[src/rtl/irqc_pkg.sv]
package irqc_pkg;
  localparam int NSRC     = 6;
  localparam int EN_W     = 8;
  localparam int GLB_BIT  = 7;
  localparam int RSV_BIT  = 6;
  localparam int VEC_W    = 16;

  // source positions double as priority rank (0 = highest) and enable bit
  typedef enum logic [2:0] {
    SRC_EXT0 = 3'd0,
    SRC_TMR0 = 3'd1,
    SRC_EXT1 = 3'd2,
    SRC_TMR1 = 3'd3,
    SRC_SER  = 3'd4,
    SRC_TMR2 = 3'd5
  } src_e;

  // sources whose flag is valid only late in its cycle: one extra stage
  localparam logic [NSRC-1:0] LATE_MASK = (NSRC'(1) << SRC_TMR0) | (NSRC'(1) << SRC_TMR1);
  // sources always cleared by hardware on acknowledge
  localparam logic [NSRC-1:0] HWCLR_FIXED = (NSRC'(1) << SRC_TMR0) | (NSRC'(1) << SRC_TMR1);
endpackage

[src/rtl/irqc_sampler.sv]
module irqc_sampler #(
  parameter int              NSRC = 6,
  parameter logic [NSRC-1:0] LATE = '0
) (
  input  logic            clk,
  input  logic            rst_n,
  input  logic            tick,
  input  logic [NSRC-1:0] raw,
  input  logic [NSRC-1:0] kill,
  output logic [NSRC-1:0] smp
);
  generate
    for (genvar i = 0; i < NSRC; i++) begin : g_src
      logic smp_d, smp_q;
      if (LATE[i]) begin : g_late
        logic dly_d, dly_q;
        always_comb begin
          dly_d = dly_q;
          if (kill[i])   dly_d = 1'b0;
          else if (tick) dly_d = raw[i];
        end
        always_ff @(posedge clk or negedge rst_n) begin
          if (!rst_n) dly_q <= 1'b0;
          else        dly_q <= dly_d;
        end
        always_comb begin
          smp_d = smp_q;
          if (kill[i])   smp_d = 1'b0;
          else if (tick) smp_d = dly_q;
        end
      end else begin : g_early
        always_comb begin
          smp_d = smp_q;
          if (kill[i])   smp_d = 1'b0;
          else if (tick) smp_d = raw[i];
        end
      end
      always_ff @(posedge clk or negedge rst_n) begin
        if (!rst_n) smp_q <= 1'b0;
        else        smp_q <= smp_d;
      end
      assign smp[i] = smp_q;
    end
  endgenerate
endmodule

[src/rtl/irqc_prio.sv]
module irqc_prio #(
  parameter int NSRC       = 6,
  parameter int VEC_W      = 16,
  parameter int VEC_BASE   = 3,
  parameter int VEC_STRIDE = 8
) (
  input  logic [NSRC-1:0]  pend,
  output logic             any,
  output logic [NSRC-1:0]  onehot,
  output logic [VEC_W-1:0] vector
);
  localparam int IDX_W = (NSRC > 1) ? $clog2(NSRC) : 1;

  logic [IDX_W-1:0] idx;
  logic             found;

  always_comb begin
    onehot = '0;
    idx    = '0;
    found  = 1'b0;
    for (int i = 0; i < NSRC; i++) begin
      if (pend[i] && !found) begin
        onehot[i] = 1'b1;
        idx       = IDX_W'(i);
        found     = 1'b1;
      end
    end
    any    = found;
    vector = VEC_W'(VEC_BASE) + VEC_W'(VEC_STRIDE) * VEC_W'(idx);
  end
endmodule

[src/rtl/irqc_seq.sv]
module irqc_seq #(
  parameter int NSRC  = 6,
  parameter int VEC_W = 16
) (
  input  logic             clk,
  input  logic             rst_n,
  input  logic             tick,
  input  logic             any,
  input  logic [NSRC-1:0]  onehot,
  input  logic [VEC_W-1:0] vec_in,
  input  logic [NSRC-1:0]  hwclr,
  input  logic             ack,
  input  logic             reti,
  output logic             req,
  output logic [VEC_W-1:0] vector,
  output logic [NSRC-1:0]  kill
);
  logic             req_d, req_q;
  logic             svc_d, svc_q;
  logic [VEC_W-1:0] vec_d, vec_q;
  logic [NSRC-1:0]  sel_d, sel_q;
  logic             fire;

  always_comb begin
    req_d = req_q;
    svc_d = svc_q;
    vec_d = vec_q;
    sel_d = sel_q;
    fire  = req_q & ack;
    if (reti && svc_q) svc_d = 1'b0;
    if (fire) begin
      req_d = 1'b0;
      svc_d = 1'b1;
    end else if (tick && !req_q && !svc_q && any) begin
      req_d = 1'b1;
      vec_d = vec_in;
      sel_d = onehot;
    end
    kill = fire ? (sel_q & hwclr) : '0;
  end

  always_ff @(posedge clk or negedge rst_n) begin
    if (!rst_n) begin
      req_q <= 1'b0;
      svc_q <= 1'b0;
      vec_q <= '0;
      sel_q <= '0;
    end else begin
      req_q <= req_d;
      svc_q <= svc_d;
      vec_q <= vec_d;
      sel_q <= sel_d;
    end
  end

  assign req    = req_q;
  assign vector = vec_q;

  assert_req_hold_R8: assert property (@(posedge clk) disable iff (!rst_n)
    (req_q && !ack) |=> (req_q && $stable(vec_q)));
  assert_quiet_in_service_R11: assert property (@(posedge clk) disable iff (!rst_n)
    svc_q |-> !req_q);
  assert_rise_on_tick_R4: assert property (@(posedge clk) disable iff (!rst_n)
    $rose(req_q) |-> $past(tick));
  assert_single_clear_R9: assert property (@(posedge clk) disable iff (!rst_n)
    $onehot0(kill) && ((kill & ~sel_q) == '0));
endmodule

[src/rtl/mcu_irq_ctrl.sv]
module mcu_irq_ctrl
  import irqc_pkg::*;
#(
  parameter int VEC_BASE   = 3,
  parameter int VEC_STRIDE = 8
) (
  input  logic             clk,
  input  logic             rst_n,
  input  logic             mc_tick,
  input  logic             ext0_flag,
  input  logic             ext1_flag,
  input  logic             ext0_edge,
  input  logic             ext1_edge,
  input  logic             t0_ovf,
  input  logic             t1_ovf,
  input  logic             t2_ovf,
  input  logic             t2_ext,
  input  logic             ser_flag,
  input  logic             en_wr,
  input  logic [EN_W-1:0]  en_wdata,
  output logic [EN_W-1:0]  en_rdata,
  output logic             irq_req,
  output logic [VEC_W-1:0] irq_vector,
  input  logic             irq_ack,
  input  logic             reti,
  output logic             clr_ext0,
  output logic             clr_ext1,
  output logic             clr_t0,
  output logic             clr_t1
);
  localparam logic [EN_W-1:0] EN_KEEP = ~(EN_W'(1) << RSV_BIT);

  // reset: asynchronous assert, synchronous release
  logic rs_meta_q, rs_q;
  always_ff @(posedge clk or negedge rst_n) begin
    if (!rst_n) begin
      rs_meta_q <= 1'b0;
      rs_q      <= 1'b0;
    end else begin
      rs_meta_q <= 1'b1;
      rs_q      <= rs_meta_q;
    end
  end

  // enable register
  logic [EN_W-1:0] en_d, en_q;
  always_comb begin
    en_d = en_q;
    if (en_wr) en_d = en_wdata & EN_KEEP;
  end
  always_ff @(posedge clk or negedge rs_q) begin
    if (!rs_q) en_q <= '0;
    else       en_q <= en_d;
  end
  assign en_rdata = en_q;

  // request vector in priority order
  logic [NSRC-1:0] raw, smp, pend, onehot, kill, hwclr;
  logic            any;
  logic [VEC_W-1:0] vec_sel;

  always_comb begin
    raw           = '0;
    raw[SRC_EXT0] = ext0_flag;
    raw[SRC_TMR0] = t0_ovf;
    raw[SRC_EXT1] = ext1_flag;
    raw[SRC_TMR1] = t1_ovf;
    raw[SRC_SER]  = ser_flag;
    raw[SRC_TMR2] = t2_ovf | t2_ext;
    hwclr           = HWCLR_FIXED;
    hwclr[SRC_EXT0] = ext0_edge;
    hwclr[SRC_EXT1] = ext1_edge;
    pend = smp & en_q[NSRC-1:0] & {NSRC{en_q[GLB_BIT]}};
  end

  irqc_sampler #(.NSRC(NSRC), .LATE(LATE_MASK)) u_sampler (
    .clk(clk), .rst_n(rs_q), .tick(mc_tick), .raw(raw), .kill(kill), .smp(smp)
  );

  irqc_prio #(.NSRC(NSRC), .VEC_W(VEC_W), .VEC_BASE(VEC_BASE), .VEC_STRIDE(VEC_STRIDE)) u_prio (
    .pend(pend), .any(any), .onehot(onehot), .vector(vec_sel)
  );

  irqc_seq #(.NSRC(NSRC), .VEC_W(VEC_W)) u_seq (
    .clk(clk), .rst_n(rs_q), .tick(mc_tick), .any(any), .onehot(onehot),
    .vec_in(vec_sel), .hwclr(hwclr), .ack(irq_ack), .reti(reti),
    .req(irq_req), .vector(irq_vector), .kill(kill)
  );

  assign clr_ext0 = kill[SRC_EXT0];
  assign clr_ext1 = kill[SRC_EXT1];
  assign clr_t0   = kill[SRC_TMR0];
  assign clr_t1   = kill[SRC_TMR1];

  assert_winner_pending_R6: assert property (@(posedge clk) disable iff (!rs_q)
    any |-> ($onehot(onehot) && ((onehot & ~pend) == '0) && ((pend & (onehot - 1'b1)) == '0)));
  assert_rsv_bit_zero_R2: assert property (@(posedge clk) disable iff (!rs_q)
    en_wr |=> (en_rdata[RSV_BIT] == 1'b0));
  assert_global_mask_R3: assert property (@(posedge clk) disable iff (!rs_q)
    !en_q[GLB_BIT] |-> !any);
endmodule

[config.mk]
export PLATFORM = sky130hd
export DESIGN_NAME = mcu_irq_ctrl
export DESIGN_NICKNAME = d
export VERILOG_FILES = /design/src/rtl/irqc_pkg.sv /design/src/rtl/irqc_sampler.sv /design/src/rtl/irqc_prio.sv /design/src/rtl/irqc_seq.sv /design/src/rtl/mcu_irq_ctrl.sv
export SDC_FILE = /design/constraint.sdc
export NUM_CORES = 1
export LEC_CHECK = 0
export ABC_AREA = 1
export BUFFER_PORTS_ARGS = -buffer_cell sky130_fd_sc_hd__buf_2
export CAP_MARGIN = 20
export CELL_PAD_IN_SITES_DETAIL_PLACEMENT = 1
export CELL_PAD_IN_SITES_GLOBAL_PLACEMENT = 1
export CORE_MARGIN = 4
export CORE_UTILIZATION = 34
export CTS_CLUSTER_DIAMETER = 150
export CTS_CLUSTER_SIZE = 14
export DETAILED_ROUTE_END_ITERATION = 8
export HOLD_SLACK_MARGIN = 0.03
export MAX_ROUTING_LAYER = met4
export PLACE_DENSITY_LB_ADDON = 0.1
export SLEW_MARGIN = 5
export SYNTH_ARGS = -nofsm -noshare
export SYNTH_HDL_FRONTEND = slang
export SYNTH_SLANG_ARGS = --single-unit
[constraint.sdc]
create_clock -name clk -period 1 [get_ports clk]
set_input_delay 0.05 -clock clk [delete_from_list [all_inputs] [get_ports clk]]
set_output_delay 0.05 -clock clk [all_outputs]
set_load 0.03 [all_outputs]
==> impl_results.md <==
- Status: finished with violations
- Violated checks: setup timing
- CP Data Required Time: 1220 ps
- Initial antenna violation count: 0
- CTS Buffer Depth: 2
- Cells after Synth: 139
- Final critical-path setup slack: -362 ps
- Number of global-route vias before repair: 1189
- Crit path capture type: flop
- N_diodes: 0
- Clock sinks: 27
- DRT antenna net count: 0
- Layout cells sized above 1: 51.6%
- Tmin final: 1360 ps
- Die X: 70.0 um
- CP Data Arrival Time: 1580 ps
- Endpoints failing hold: 0
- Initial Util: 35.5%
- Worst Clk Skew: 5.95 ps
- PortBufs: 38
- Top cells by count, synth: 27 x dfrtp_1, 21 x inv_1, 21 x nand2_1
- Unrepaired setup endpoints after global routing: yes
- Sum Neg Setup Slack: -5360 ps
- Starting DRT DRC Count: 27
- Peak Freq: 734 MHz
- Largest net degree at the start of global routing: 26
- Synth warn: 0
- Final setup violation count: 24
- H-tree Lvls: 1
- Number of synthesized flops with an enable pin: 0
- Gr ovfl total: 0
- Die height: 70.0 um
- CTS clk-pin slew, worst paths: 100 ps
- Async SR Flop Fraction: 100%
- Synth Register Bits: 27
- Leakage power total: 1.10 nW
- Routed len/inst: 14.5 um
- Mapped cell area: 1310 sq um
- WL final: 3.85 mm
- Vias per std cell: 4.43
- Synth Flop Type: dfrtp_1
- Via count: 1173
- CP Max Fanout: 8
- Pwr/cell area: 1530 nW/um^2
- Mapped Avg Cell Area: 9.42 sq um
- Placer Congestion: 0.789
- Rows: 22
- Total global-route track usage: 15.8%
- Slew Viols, Final: 0
- Top cell type's share of synthesized area: 51.6%
- Count leader, synth: dfrtp_1
- Detailed Place HPWL: 2.49 mm
- Cts bufs inserted: 3
- Period utilisation layout: 136%
- Crit start category: flop
- Area grow syn2layout: 64.2%
- CP Class: flop to flop
- Core Region: 3690 sq um
- Register area share after synthesis: 51.6%
- CTS tree: built
- Clock Tree Root: clkbuf_8
- First-pass GRT wire length: 5.90 mm
- Fin nets: 241
- Max rail drop VDD: 0.704 mV
- Top cells by area, synth: dfrtp_1 52%, buf_4 7.5%, mux2_2 6.9%
- Remaining routing DRC violations: 0
- Die ar.: 4910 sq um
- Clk_lat worst skew: 280 ps
- Netlist cell types: 21
- Num ports: 52
- Worst min path class: primary input to flop
- Max Cap Viol: 0
- Overall power: 3.29 mW
- Leading area contributor after synthesis: dfrtp_1
- # fillers: 421
- Pre-Repair DR Iteration Count: 4
-- final timing paths --
check / from / endpoint / slack [ps] / cells past startpoint
min in group asynchronous: rst_n / rs_q$_DFF_PN0_ / 60 / 2
worst max register to register: en_rdata[7]$_DFFE_PN0P_ / u_seq.sel_q[2]$_DFFE_PN0P_ / -360 / 8
max in group asynchronous: rs_q$_DFF_PN0_ / en_rdata[7]$_DFFE_PN0P_ / 470 / 1
worst min-delay path: irq_ack / u_seq.svc_q$_DFFE_PN0P_ / 40 / 3
worst min register to register: rs_q$_DFF_PN0_ / u_sampler.g_src[4].smp_q$_DFFE_PN0P_ / 250 / 1
worst max-delay path: en_rdata[7]$_DFFE_PN0P_ / u_seq.sel_q[2]$_DFFE_PN0P_ / -360 / 8
-- area by class of cell --
cell class / count / area (sq um) / area share (%)
clock buffer: 3 / 41.3 / 1.92
clock inverter: 1 / 5.00 / 0.233
inverter: 21 / 104 / 4.83
multi-input combinational: 84 / 591 / 27.5
sequential: 27 / 678 / 31.5
tap: 48 / 60.1 / 2.79
timing repair buffer: 81 / 671 / 31.2
-- critical path, stage by stage (launching register included) --
cell     delay [ps]
dfrtp_2         490
nand3_2         100
nand2_2          60
nor2_2          120
nand4_1         130
nand2_2         140
buf_6           130
nand2_1          50
nand2_1          70
-- per-stage QoR --
| step | area [sq um] | hold slack [ps] | worst slack, ps | util (%) | cells |
|---|---|---|---|---|---|
| after floorplan | 1440 | -246 | -321 | - | 150 |
| after global placement | 1670 | -166 | -189 | 45.4 | 234 |
| after detailed placement | 1670 | -164 | -286 | 45.4 | 234 |
| after CTS | 2060 | 34.1 | -290 | 55.8 | 264 |
| after global routing | 2150 | 60.6 | -442 | 58.3 | 265 |
| final | 2150 | 41.0 | -362 | 58.3 | 265 |
-- state kept, by name, summed over array words and instances (netlist names) --
signal / count
u_sampler.g_src.smp_q: 6
u_seq.svc_q: 1
u_seq.vector: 4
u_seq.req: 1
rs_meta_q: 1
en_rdata: 7
u_sampler.g_src.g_late.dly_q: 2
u_seq.sel_q: 4
rs_q: 1
-- layout by cell type, fill, tap and decap left out --
master,count
nand2_8,1
nand4_1,1
nor3_4,1
clkbuf_8,3
inv_6,3
mux2_2,8
nand3_1,4
nor3b_2,3
nand2_1,15
nor3b_4,1
o21ai_2,2
dfrtp_1,25
dfrtp_2,2
buf_6,24
o21ai_1,3
inv_2,2
clkinv_4,2
buf_4,14
dlygate4sd3_1,16
inv_1,14
nand3_2,3
a31oi_1,7
a21oi_1,1
nor3_2,1
nand2_2,5
nand2_4,2
conb_1,13
clkinv_2,1
nor2_1,5
o21ai_0,1
nor2_2,4
nand3_4,3
buf_2,27
-- metal layers --
| metal | global-route usage, % | vias up | routed length [um] |
|---|---|---|---|
| met5 | - | - | 0 |
| met4 | 5.74 | 0 | 45 |
| met3 | 2.16 | 4 | 148 |
| met2 | 26.9 | 26 | 2120 |
| met1 | 19.0 | 571 | 1540 |
| li1 | - | 572 | - |
-- kinds of logic (layout without fill, tap and decap cells) --
logic type,count (synthesis),after routing,share of synthesized area [%]
AOI/OAI and AO/OA,14,14,6.60
other,2,13,0.574
muxes,8,8,6.88
DFF,27,27,51.6
buffers and inverters,39,106,16.3
and+or+nand+nor,49,49,18.1
-- repair_timing --
| action | 4_1_cts | 5_1_grt |
|---|---|---|
| buffers inserted | 10 | 6 |
| setup endpoints to repair | 27 | 28 |
| hold buffers | 16 | 0 |
| hold endpoints to repair | 17 | 0 |
| pin swaps | 12 | 13 |
| gates resized for setup | 31 | 27 |
-- report_power, final --
group,internal (mW),switching [mW]
sequential,1.27,0.167
clock,0.280,0.371
combinational,0.527,0.670
(Power assumes the default switching activity.)
